$ cat src/rtl/gdf_pkg.sv
package gdf_pkg;

    typedef enum logic [1:0] {
        CAUSE_NONE = 2'd0,
        CAUSE_OC   = 2'd1,
        CAUSE_UV   = 2'd2
    } cause_e;

    localparam int PHASES = 3;

    typedef struct packed {
        logic uv;
        logic pin_hi;
        logic pin_lo;
    } slow_sense_t;

    function automatic logic [PHASES-1:0] gate_mask(
        input logic [PHASES-1:0] req,
        input logic              allow
    );
        return allow ? req : '0;
    endfunction

endpackage

$ cat src/rtl/gdf_sync.sv
module gdf_sync #(
    parameter int W = 1
) (
    input  logic         clk,
    input  logic         rst,
    input  logic [W-1:0] d,
    output logic [W-1:0] q
);
    for (genvar b = 0; b < W; b++) begin : g_bit
        logic meta_q;
        logic out_q;
        always_ff @(posedge clk) begin
            if (rst) begin
                meta_q <= 1'b0;
                out_q  <= 1'b0;
            end else begin
                meta_q <= d[b];
                out_q  <= meta_q;
            end
        end
        assign q[b] = out_q;
    end
endmodule

$ cat src/rtl/gdf_min_hold.sv
module gdf_min_hold #(
    parameter int CYC = 200
) (
    input  logic clk,
    input  logic rst,
    input  logic trig,
    output logic hold
);
    localparam int CW = $clog2(CYC + 1);

    logic [CW-1:0] cnt_q;
    logic          trig_d;

    always_ff @(posedge clk) begin
        if (rst) begin
            cnt_q  <= '0;
            trig_d <= 1'b0;
        end else begin
            trig_d <= trig;
            if (trig && !trig_d)
                cnt_q <= CW'(CYC);
            else if (cnt_q != '0)
                cnt_q <= cnt_q - CW'(1);
        end
    end

    assign hold = trig || (cnt_q != '0);
endmodule

$ cat src/rtl/gd_fault_mgr.sv
module gd_fault_mgr
    import gdf_pkg::*;
#(
    parameter int OC_MIN_CYC = 200,
    parameter int UV_MIN_CYC = 500
) (
    input  logic       clk,
    input  logic       rst,
    input  logic [2:0] pwm_hi,
    input  logic [2:0] pwm_lo,
    input  logic       oc_flag,
    input  logic       uv_flag,
    input  logic       pin_high,
    input  logic       pin_low,
    output logic [2:0] gate_hi,
    output logic [2:0] gate_lo,
    output logic       pd_en,
    output logic [1:0] fault_cause
);
    // Overcurrent keeps its first stage visible for the fast blanking path.
    logic oc_s1, oc_s2;
    always_ff @(posedge clk) begin
        if (rst) begin
            oc_s1 <= 1'b0;
            oc_s2 <= 1'b0;
        end else begin
            oc_s1 <= oc_flag;
            oc_s2 <= oc_s1;
        end
    end

    slow_sense_t raw_sense, sense;
    assign raw_sense = '{uv: uv_flag, pin_hi: pin_high, pin_lo: pin_low};

    gdf_sync #(.W($bits(slow_sense_t))) u_sync (
        .clk(clk), .rst(rst), .d(raw_sense), .q(sense)
    );

    logic uv_s2, pinh_s2, pinl_s2;
    assign uv_s2   = sense.uv;
    assign pinh_s2 = sense.pin_hi;
    assign pinl_s2 = sense.pin_lo;

    logic oc_hold, uv_hold;
    gdf_min_hold #(.CYC(OC_MIN_CYC)) u_oc_hold (
        .clk(clk), .rst(rst), .trig(oc_s2), .hold(oc_hold)
    );
    gdf_min_hold #(.CYC(UV_MIN_CYC)) u_uv_hold (
        .clk(clk), .rst(rst), .trig(uv_s2), .hold(uv_hold)
    );

    logic   pd_q, latch_q, oc_d, uv_d;
    cause_e cause_q;
    logic   [2:0] gh_q, gl_q;
    logic   fault_now, may_restart, drive_ok;

    assign fault_now   = oc_s1 || oc_s2 || uv_s2 || oc_hold || uv_hold;
    assign may_restart = !fault_now && !pd_q && pinh_s2;
    assign drive_ok    = !oc_s1 && !uv_s2 && !latch_q && pinh_s2;

    always_ff @(posedge clk) begin
        if (rst) begin
            pd_q    <= 1'b0;
            latch_q <= 1'b0;
            oc_d    <= 1'b0;
            uv_d    <= 1'b0;
            cause_q <= CAUSE_NONE;
            gh_q    <= '0;
            gl_q    <= '0;
        end else begin
            oc_d <= oc_s2;
            uv_d <= uv_s2;

            if (oc_s2 || uv_s2)
                pd_q <= 1'b1;
            else if (!oc_hold && !uv_hold && pinl_s2)
                pd_q <= 1'b0;

            if (fault_now)
                latch_q <= 1'b1;
            else if (may_restart)
                latch_q <= 1'b0;

            if (oc_s2 && !oc_d)
                cause_q <= CAUSE_OC;
            else if (uv_s2 && !uv_d)
                cause_q <= CAUSE_UV;
            else if (latch_q && may_restart)
                cause_q <= CAUSE_NONE;

            gh_q <= gate_mask(pwm_hi, drive_ok);
            gl_q <= gate_mask(pwm_lo, drive_ok);
        end
    end

    assign gate_hi     = gh_q;
    assign gate_lo     = gl_q;
    assign pd_en       = pd_q;
    assign fault_cause = cause_q;
endmodule

$ cat config.mk
export PLATFORM = sky130hd
export DESIGN_NAME = gd_fault_mgr
export DESIGN_NICKNAME = d
export VERILOG_FILES = /design/src/rtl/gdf_pkg.sv /design/src/rtl/gdf_sync.sv /design/src/rtl/gdf_min_hold.sv /design/src/rtl/gd_fault_mgr.sv
export SDC_FILE = /design/constraint.sdc
export NUM_CORES = 1
export LEC_CHECK = 0
export BUFFER_PORTS_ARGS = -buffer_cell sky130_fd_sc_hd__buf_2
export CORE_MARGIN = 2
export CORE_UTILIZATION = 40
export CTS_CLUSTER_DIAMETER = 100
export DETAILED_ROUTE_END_ITERATION = 6
export HOLD_SLACK_MARGIN = 0.12
export PLACE_DENSITY = 0.59
export SLEW_MARGIN = 20
export SYNTH_ARGS = -nofsm -noshare
export SYNTH_HDL_FRONTEND = slang
export SYNTH_SLANG_ARGS = --single-unit
$ cat constraint.sdc
create_clock -name clk -period 2.3 [get_ports clk]
set_input_delay 0.46 -clock clk [delete_from_list [all_inputs] [get_ports clk]]
set_output_delay 0.46 -clock clk [all_outputs]
set_load 0.03 [all_outputs]
==> impl_metrics.csv, run 1 <==
group,metric,value,unit
outcome,status,"finished clean",
setup_path,required,2.48,ns
setup_path,crit_type,"register to register",
synthesis,synth_area_leader_cell,"dfxtp_1",
timing,drv_slew,0,
layout,fin_util,49.1,%
floorplanning,die_h,64.6,microns
global_routing,grt_max_degree,18,
timing,period_needed,1.99,ns
placement,dpl_worst_slack,0.342,ns
synthesis,ys_ff_latch,37,
min_path,hp-start,"pwm_hi[0]",
clock_network,cts_buffers,5,
global_routing,overflow,0,
global_routing,grt_usage,16.4,%
floorplanning,rows,22,
synthesis,synth-xor-area-share,1.19,%
floorplanning,core,0.00361,sq mm
layout,drive_above_1_share,21.9,%
pwr,p_leak,0.704,nW
global_routing,grtUsageMet3,4.86,%
synthesis,synth_top_family_by_area,"simple AND/OR/NAND/NOR gates",
synthesis,synth-edff-count,0,
synthesis,ys_async_sr_fraction,0,%
setup_path,path_cells,"inv_1 -> ha_1 -> or4b_2 -> nor4_1 -> buf_4 -> a311oi_1",
timing,max-slew-margin-rel,56.5,%
clock_network,cts.sinks,37,
setup_path,cpPeakStageDelay,0.68,ns
min_path,hold_path_class,"input port to register",
timing,setup_viol,0,
pwr,ir_drop,0.533,mV
layout,nets,191,
synthesis,synthTopCellsByCount,"dfxtp_1, nor2b_1, nor3_1, a31oi_1, nand2b_1",
timing,fin_setup_tns,0,ns
setup_path,cp_data_arrival_time,2.17,ns
timing,rsz0062_at_grt,"no",
timing,fin_crit_sh,86.7,%
drt,drc,0,
global_routing,gr-usage-met1,20.0,%
timing,skew,0.00868,ns
global_routing,grt_pass1_wl,5.22,mm
floorplanning,chipWidth,64.6,microns
synthesis,yosys.area.top_type_share,50.4,%
setup_path,r2r_end,"pd_en",
drt,post_drt_wl_per_cell,12.9,microns
placement,hpwl,2.12,mm
layout,final_area,0.00177,sq mm
drt,wirelength,2.92,mm
min_path,min_to,"gate_hi[0]",
drt,drt-pass1-iter-count,4,
setup_path,cpMaxStageDelayCell,"or4b_2",
synthesis,synth_area_leaders,"dfxtp_1, nor2b_1, nor3_1",
clock_network,htree_levels,2,
floorplanning,die_area,0.00417,sq mm
setup_path,reg2reg_slack,0.31,ns
drt,avgViaCountPerCell,5.42,
synthesis,syn_nets,165,
drt,drt_iter0_markers,103,
flow_run,drv_cap,0,
synthesis,synth_fa_ha_area_share,1.70,%
clock_network,clk_latency,0.29,ns
layout,diodes,0,
synthesis,ys_seq_area_share,50.4,%
drt,ant_nets,0,
global_routing,grtUsageMet2,25.8,%
synthesis,synth_compound_gate_area_share,15.8,%
clock_network,holdBufCountCts,0,
synthesis,synth_flop_cell,"dfxtp_1",
clock_network,clockBufferDepth,2,
global_routing,antenna_found_initial,0,
min_path,whs_path_depth,2,
global_routing,grt_pass1_vias,1186,
drt,vias,1226,
setup_path,reg2reg_depth,6,
synthesis,synth_mux_area_share,0,%
synthesis,postSynthAreaPerCell,9.73,sq um
clock_network,cts.repair.resized,0,
placement,placed_area,0.00164,sq mm
synthesis,syn_area,0.00147,sq mm
layout,fillers,328,
clock_network,post_cts_buffers,0,
setup_path,cp_max_fo,5,
global_routing,grt_busiest_layer,"met2",
timing,tightest_slew,0.647,ns
placement,gp_congestion,0.791,
clock_network,clkTransAtPathRegs,0.08,ns
synthesis,yosysMostFrequentCell,"dfxtp_1",
pwr,p_per_area,1410,mW/mm^2
floorplanning,start_util,40.7,%
setup_path,startpoint,"u_uv_hold.cnt_q[0]",
timing,max_freq,502,MHz
clock_network,cts-root-buf,"clkbuf_8",
synthesis,yosysWarningCount,0,
setup_path,end_kind,"register",
placement,port_buffers,20,
timing,hold_violations,0,
setup_path,r2r-start,"u_uv_hold.cnt_q[0]",
synthesis,ys_types,36,
synthesis,synth-simple-area-share,28.7,%
timing,setup_ws,0.307,ns
timing,holdWs,0.366,ns
clock_network,cts_tree,"done",
floorplanning,io_pins,21,
setup_path,startpoint_type,"register",
synthesis,netlist_instances,151,
layout,syn2layout_area_growth,20.4,%
## per-stage QoR
stage               power (mW)  instances
floorplan                 1.63        151
CTS                       2.49        226
finish                    2.49        226
global placement          1.79        218
global route              2.68        226
detailed placement        1.82        218
## power breakdown
part	internal, mW	switching (mW)
Clock	0.431	0.231
Combinational	0.416	0.467
Sequential	0.781	0.169
Total	1.63	0.866
## layout make-up
cell class	count	area, sq um	share of cell area, %
flip-flops and latches	37	741	41.9
inverters	4	15.0	0.849
well taps	48	60.1	3.39
clock buffers	5	68.8	3.89
repair buffers	23	123	6.93
multi-input cells	106	697	39.4
clock inverters	3	65.1	3.68
## critical path, delay by kind of cell (launching register included)
| family | cells | cell delay (ns) |
|---|---|---|
| compound gates | 1 | 0.08 |
| fa+ha+maj | 1 | 0.24 |
| buf+inv | 2 | 0.28 |
| flops | 1 | 0.35 |
| simple gates | 2 | 0.94 |
## metal layers
metal  wire (microns)  up-vias
li1                 -      614
met1             1300      567
met2             1370       37
met3              176        8
met4               72        0
met5                0        -
## state kept, by name, summed over array words and instances, names as in the netlist
| name | flops |
|---|---|
| latch_q | 1 |
| u_sync.g_bit.meta_q | 3 |
| u_uv_hold.cnt_q | 9 |
| fault_cause | 2 |
| oc_s1 | 1 |
| u_oc_hold.cnt_q | 8 |
| pd_en | 1 |
| u_sync.g_bit.out_q | 3 |
| u_uv_hold.trig_d | 1 |
| u_oc_hold.trig_d | 1 |
| oc_s2 | 1 |
| gate_lo | 3 |
| gate_hi | 3 |
## cell families (layout without fill, tap and decap cells)
group,after synthesis,in the layout
xor gates and xnor gates,2,2
and+or+nand+nor,68,68
DFF,37,37
buffers and inverters,8,35
adders and majority gates,2,2
AOI/OAI and AO/OA,34,34
## worst max path at each step
stage | end | slack, ns | cells past startpoint
floorplan | fault_cause[0] | 0.36 | 5
global placement | pd_en | 0.42 | 6
detailed placement | u_uv_hold.cnt_q[6] | 0.34 | 5
CTS | u_uv_hold.cnt_q[6] | 0.32 | 5
global route | pd_en | 0.20 | 6
finish | pd_en | 0.31 | 6
## cells in the final DEF, fill, tap and decap left out, types with 3 or more instances in the layout
master     n
a211oi_1   3
o21ai_0    5
and2_1     6
nor2b_1   13
nand2_1    3
buf_4      3
buf_2     20
nand2b_1   7
a31oi_1    9
or4_1      6
dfxtp_1   37
nor2_1     5
nor4_1     3
a21oi_1    6
clkbuf_8   5
inv_1      4
nor3_1    12
No activity file was read; power rests on OpenSTA's default activity.
==> run 2, diff against run 1 <==
--- a/config.mk
+++ b/config.mk
@@ -15,4 +15,5 @@
 export SLEW_MARGIN = 20
 export SYNTH_ARGS = -nofsm -noshare
 export SYNTH_HDL_FRONTEND = slang
+export SYNTH_HIERARCHICAL = 1
 export SYNTH_SLANG_ARGS = --single-unit
==> run 2 against run 1 <==
Net effect:
- total power up 5.1%
- fmax down 14%
- sequential power about the same
- the run now ends with negative setup slack left
- clock skew down 0.0048 ns
- critical path type unchanged
- combinational power up 40%
- critical endpoint is now fault_cause[0]
==> impl_metrics.csv, run 2 <==
group,metric,value,unit
outcome,status,"finished, violations left",
outcome,violations,"negative setup slack",
layout,diodes,0,
setup_path,cp_data_arrival_time,2.45,ns
setup_path,cp_num_buf_inv,0,
global_routing,antenna_found_initial,0,
setup_path,cp_max_fo,4,
placement,hpwl,2.37,mm
synthesis,synth-simple-area-share,28.7,%
layout,drive_above_1_share,30.3,%
timing,skew,0.00388,ns
clock_network,cts_buffers,5,
synthesis,yosysMostFrequentCell,"dfxtp_1",
drt,drt_iter0_markers,70,
pwr,ir_drop,0.468,mV
clock_network,cts-root-buf,"clkbuf_8",
setup_path,end_kind,"register",
min_path,hold_path_class,"input port to register",
floorplanning,chipWidth,67.5,microns
placement,dpl_worst_slack,-0.0296,ns
drt,drc,0,
timing,setup_ws,-0.00605,ns
global_routing,grt_usage,16.6,%
synthesis,ys_seq_area_share,48.3,%
placement,placed_area,0.00185,sq mm
global_routing,grt_pass1_vias,1260,
timing,drv_slew,0,
timing,tightest_slew,0.662,ns
synthesis,synth_flop_cell,"dfxtp_1",
pwr,p_per_area,1330,mW/mm^2
drt,avgViaCountPerCell,5.08,
timing,fin_crit_sh,100,%
clock_network,clockBufferDepth,2,
placement,numPlacedInstances,239,
drt,vias,1260,
layout,nets,212,
timing,rsz0062_at_grt,"yes",
layout,syn2layout_area_growth,22.4,%
setup_path,cpPeakStageDelay,0.56,ns
synthesis,syn_nets,176,
floorplanning,die_area,0.00456,sq mm
floorplanning,rows,23,
placement,port_buffers,20,
layout,final_common_cell,"dfxtp_1",
clock_network,htree_levels,2,
setup_path,cpMaxStageDelayCell,"or4_1",
synthesis,synth_top_family_by_area,"simple AND/OR/NAND/NOR gates",
synthesis,synth_compound_gate_area_share,13.0,%
synthesis,ys_types,39,
timing,setup_viol,1,
setup_path,crit_family,"simple AND/OR/NAND/NOR gates",
clock_network,cts.sinks,39,
timing,hold_violations,0,
layout,largest_register,"u_uv_hold/cnt_q",
synthesis,synth_area_leaders,"dfxtp_1, nor2b_1, nand2b_1",
synthesis,synthTopCellsByCount,"dfxtp_1, nor2b_1, a21oi_1, nor3_1, nand2b_1",
flow_run,drv_cap,0,
clock_network,clkTransAtPathRegs,0.07,ns
layout,fin_util,50.1,%
drt,ant_nets,0,
floorplanning,die_h,67.5,microns
floorplanning,core,0.00394,sq mm
timing,period_needed,2.31,ns
setup_path,startpoint_type,"register",
layout,stdcell_count,248,
setup_path,path_cells,"or4_1 -> or3_4 -> or4_4 -> o311ai_4 -> a21oi_1",
synthesis,synth_mux_area_share,0,%
synthesis,yosysWarningCount,6,
global_routing,grt_max_degree,31,
clock_network,holdBufCountCts,0,
placement,gp_congestion,0.832,
layout,reg_top3,"u_uv_hold/cnt_q: 9 flops, u_oc_hold/cnt_q: 8 flops",
synthesis,synth_area_leader_cell,"dfxtp_1",
pwr,p_leak,0.792,nW
synthesis,synth-xor-area-share,4.34,%
drt,wirelength,3.25,mm
setup_path,crit_type,"register to register",
synthesis,ys_async_sr_fraction,0,%
synthesis,synth_fa_ha_area_share,2.32,%
global_routing,grt_pass1_wl,5.68,mm
synthesis,netlist_instances,161,
synthesis,yosys.area.top_type_share,48.3,%
synthesis,ys_ff_latch,39,
drt,post_drt_wl_per_cell,13.1,microns
floorplanning,start_util,41.0,%
layout,fillers,362,
synthesis,synth-edff-count,0,
layout,layout_common_cells,"dfxtp_1, buf_2, nor2b_1",
synthesis,postSynthAreaPerCell,10.0,sq um
pwr,power,2.62,mW
timing,holdWs,0.379,ns
floorplanning,io_pins,21,
clock_network,cts_tree,"done",
setup_path,required,2.45,ns
drt,drt-pass1-iter-count,4,
clock_network,clk_latency,0.28,ns
layout,largest_reg_flops,9,
timing,max-slew-margin-rel,55.5,%
timing,max_freq,434,MHz
layout,final_area,0.00198,sq mm
global_routing,overflow,0,
timing,fin_setup_tns,-0.00605,ns
synthesis,syn_area,0.00162,sq mm
## run 2: cell families (layout without fill, tap and decap cells)
family,count (synthesis),count (layout)
and+or+nand+nor,72,72
xor gates and xnor gates,8,8
AOI/OAI and AO/OA,30,30
DFF,39,39
buffers and inverters,9,46
adders and majority gates,3,3
## run 2: final timing paths
path | slack, ns | cells after the start | start | to
min reg2reg | 0.44 | 1 | u_sync/g_bit[0].meta_q | u_sync/g_bit[0].out_q
min | 0.38 | 2 | pwm_lo[1] | gate_lo[1]
max | -0.006 | 5 | u_uv_hold/cnt_q[8] | fault_cause[0]
max reg2reg | -0.006 | 5 | u_uv_hold/cnt_q[8] | fault_cause[0]
## run 2: worst reg2reg max path, cell delays in order (launching register included)
cell and delay (ns):
dfxtp_1 0.34, or4_1 0.56, or3_4 0.42, or4_4 0.53
o311ai_4 0.23, a21oi_1 0.09
## run 2: layer usage
metal / GRT usage, % / wire [microns] / up-vias
met2: 26.1 / 1510 / 22
met1: 21.4 / 1590 / 588
li1: - / - / 648
met3: 4.17 / 133 / 2
met4: 7.65 / 25 / 0
met5: 0 / 0 / -
## run 2: repair_timing
action,4_1_cts,5_1_grt
buffers inserted,1,0
resized for setup,4,2
endpoints found under the setup margin,2,3
pin swaps,0,5
## run 2: final cells by class
type | instances | area [sq um] | share of cell area (%)
clock inverters | 1 | 5.00 | 0.253
inverters | 5 | 18.8 | 0.949
clock buffers | 7 | 76.3 | 3.86
repair buffers | 33 | 198 | 10.0
multi-input cells | 113 | 835 | 42.2
well taps | 50 | 62.6 | 3.16
flip-flops and latches | 39 | 782 | 39.6
## run 2: where the power goes
part           internal [mW]  leakage (nW)  total (mW)  switching [mW]
Sequential             0.823         0.321       0.949           0.126
Clock                  0.213        0.0422       0.433           0.221
Combinational          0.644         0.429        1.24           0.596
==> run 3, diff against run 2 <==
--- a/config.mk
+++ b/config.mk
@@ -6,12 +6,12 @@
 export NUM_CORES = 1
 export LEC_CHECK = 0
 export BUFFER_PORTS_ARGS = -buffer_cell sky130_fd_sc_hd__buf_2
-export CORE_MARGIN = 2
 export CORE_UTILIZATION = 40
 export CTS_CLUSTER_DIAMETER = 100
 export DETAILED_ROUTE_END_ITERATION = 6
 export HOLD_SLACK_MARGIN = 0.12
 export PLACE_DENSITY = 0.59
+export SKIP_CTS_REPAIR_TIMING = 1
 export SLEW_MARGIN = 20
 export SYNTH_ARGS = -nofsm -noshare
 export SYNTH_HDL_FRONTEND = slang
==> run 3 against run 2 <==
Net effect:
- the run still ends with negative setup slack left
- worst hold slack got worse by 0.015 ns
- sequential power increased by 2%
- core utilization increased by 3.2 points
- combinational power about the same
- sequential cell count unchanged
- clock power increased by 36%
- via count increased by 1.0%
- first-iteration DRC count decreased by 30%
- critical path depth increased by 2
- non-clock buffer count decreased by 1
- die area decreased by 5.8%
- routed wire length decreased by 2.3%
- critical path type unchanged
- largest power group unchanged
- highest routed layer unchanged
==> impl_metrics.csv, run 3 (synthesis gave the netlist of run 2 again) <==
group,metric,value,unit
setup_path,required,2.47,ns
layout,reg_top3,"u_uv_hold/cnt_q: 9 flops, u_oc_hold/cnt_q: 8 flops",
timing,hold_violations,0,
layout,nets,211,
layout,diodes,0,
timing,rsz0062_at_grt,"yes",
clock_network,clockBufferDepth,2,
drt,drt_iter0_markers,49,
floorplanning,die_h,65.5,microns
drt,wirelength,3.18,mm
outcome,status,"finished, violations left",
layout,final_common_cell,"dfxtp_1",
setup_path,r2r-start,"u_uv_hold/cnt_q[1]",
clock_network,htree_levels,2,
floorplanning,rows,22,
clock_network,clkTransAtPathRegs,0.08,ns
pwr,ir_drop,0.607,mV
setup_path,cpPeakStageDelay,0.54,ns
timing,skew,0.00421,ns
placement,hpwl,2.23,mm
drt,ant_nets,0,
placement,gp_congestion,0.835,
timing,period_needed,2.35,ns
setup_path,cpMaxStageDelayCell,"or4_4",
global_routing,grt_pass1_vias,1192,
global_routing,overflow,0,
placement,port_buffers,20,
layout,syn2layout_area_growth,24.6,%
drt,post_drt_wl_per_cell,13.0,microns
timing,fin_setup_tns,-0.0494,ns
flow_run,drv_cap,0,
timing,setup_viol,1,
setup_path,path_cells,"inv_2 -> ha_4 -> or4b_4 -> or3_4 -> or4_4 -> o311ai_4 -> a21oi_2",
clock_network,cts_tree,"done",
setup_path,startpoint,"u_uv_hold/cnt_q[1]",
clock_network,cts_buffers,5,
setup_path,end_kind,"register",
timing,holdWs,0.364,ns
floorplanning,io_pins,21,
floorplanning,die_area,0.00430,sq mm
outcome,violations,"negative setup slack",
global_routing,antenna_found_initial,0,
drt,drt-pass1-iter-count,4,
global_routing,grt_max_degree,31,
setup_path,crit_type,"register to register",
timing,setup_ws,-0.0494,ns
drt,avgViaCountPerCell,5.20,
clock_network,cts.sinks,39,
timing,max-slew-margin-rel,56.4,%
timing,fin_crit_sh,102,%
timing,tightest_slew,0.649,ns
setup_path,cp_data_arrival_time,2.51,ns
setup_path,startpoint_type,"register",
layout,layout_common_cells,"dfxtp_1, buf_2, nor2b_1",
global_routing,grt_pass1_wl,5.35,mm
layout,largest_register,"u_uv_hold/cnt_q",
floorplanning,start_util,42.8,%
global_routing,grt_usage,16.7,%
timing,max_freq,426,MHz
timing,drv_slew,0,
pwr,p_leak,0.806,nW
min_path,hold_path_class,"input port to register",
drt,drc,0,
floorplanning,chipWidth,65.5,microns
setup_path,reg2reg_slack,-0.05,ns
layout,drive_above_1_share,33.0,%
clock_network,cts-root-buf,"clkbuf_8",
setup_path,cp_max_fo,4,
layout,largest_reg_flops,9,
min_path,hp-start,"pwm_lo[2]",
pwr,p_per_area,1380,mW/mm^2
floorplanning,core,0.00377,sq mm
layout,fillers,357,
clock_network,clk_latency,0.29,ns
pwr,power,2.77,mW
drt,vias,1273,
[run 3: through the flow]
| step | cells | cell area [sq um] | setup WS (ns) | util (%) |
|---|---|---|---|---|
| after floorplan | 161 | 1630 | 0.0243 | - |
| after global placement | 236 | 1840 | 0.0575 | 48.8 |
| after detailed placement | 236 | 1840 | -0.00316 | 48.8 |
| after CTS | 244 | 1960 | -0.0179 | 52.0 |
| after global routing | 245 | 2010 | -0.103 | 53.4 |
| final | 245 | 2010 | -0.0494 | 53.4 |
[run 3: final timing paths]
kind / cells after the start / endpoint
setup / recovery: 7 / fault_cause[0]
setup reg to reg: 7 / fault_cause[0]
hold reg to reg: 1 / u_sync/g_bit[2].out_q
hold / removal: 2 / gate_lo[2]
[run 3: critical path, delay by kind of cell, from the launching register on]
kind / cells / cell delay, ns
AOI/OAI and AO/OA: 2 / 0.36
adders and majority gates: 1 / 0.12
buffers and inverters: 1 / 0.06
DFF: 1 / 0.34
and+or+nand+nor: 3 / 1.34
[run 3: report_power, final]
part / total (mW) / switching (mW) / internal (mW)
registers: 0.964 / 0.137 / 0.827
clock network: 0.591 / 0.240 / 0.351
logic: 1.22 / 0.580 / 0.637
[run 3: layer usage]
metal  part of all wire, %  track usage, %  wire length (microns)
met5                     0               0                      0
met4                   2.0            9.51                     62
met3                   3.5            6.25                    111
met2                    47            25.0                   1490
met1                    48            20.3                   1520
[run 3: area by class of cell]
class,count,area (sq um),area share [%]
clock buffer,6,82.6,4.10
clock inverter,2,35.0,1.74
inverter,5,18.8,0.933
multi-input combinational,113,841,41.8
sequential,39,785,39.0
tap,48,60.1,2.99
timing repair buffer,32,190,9.45
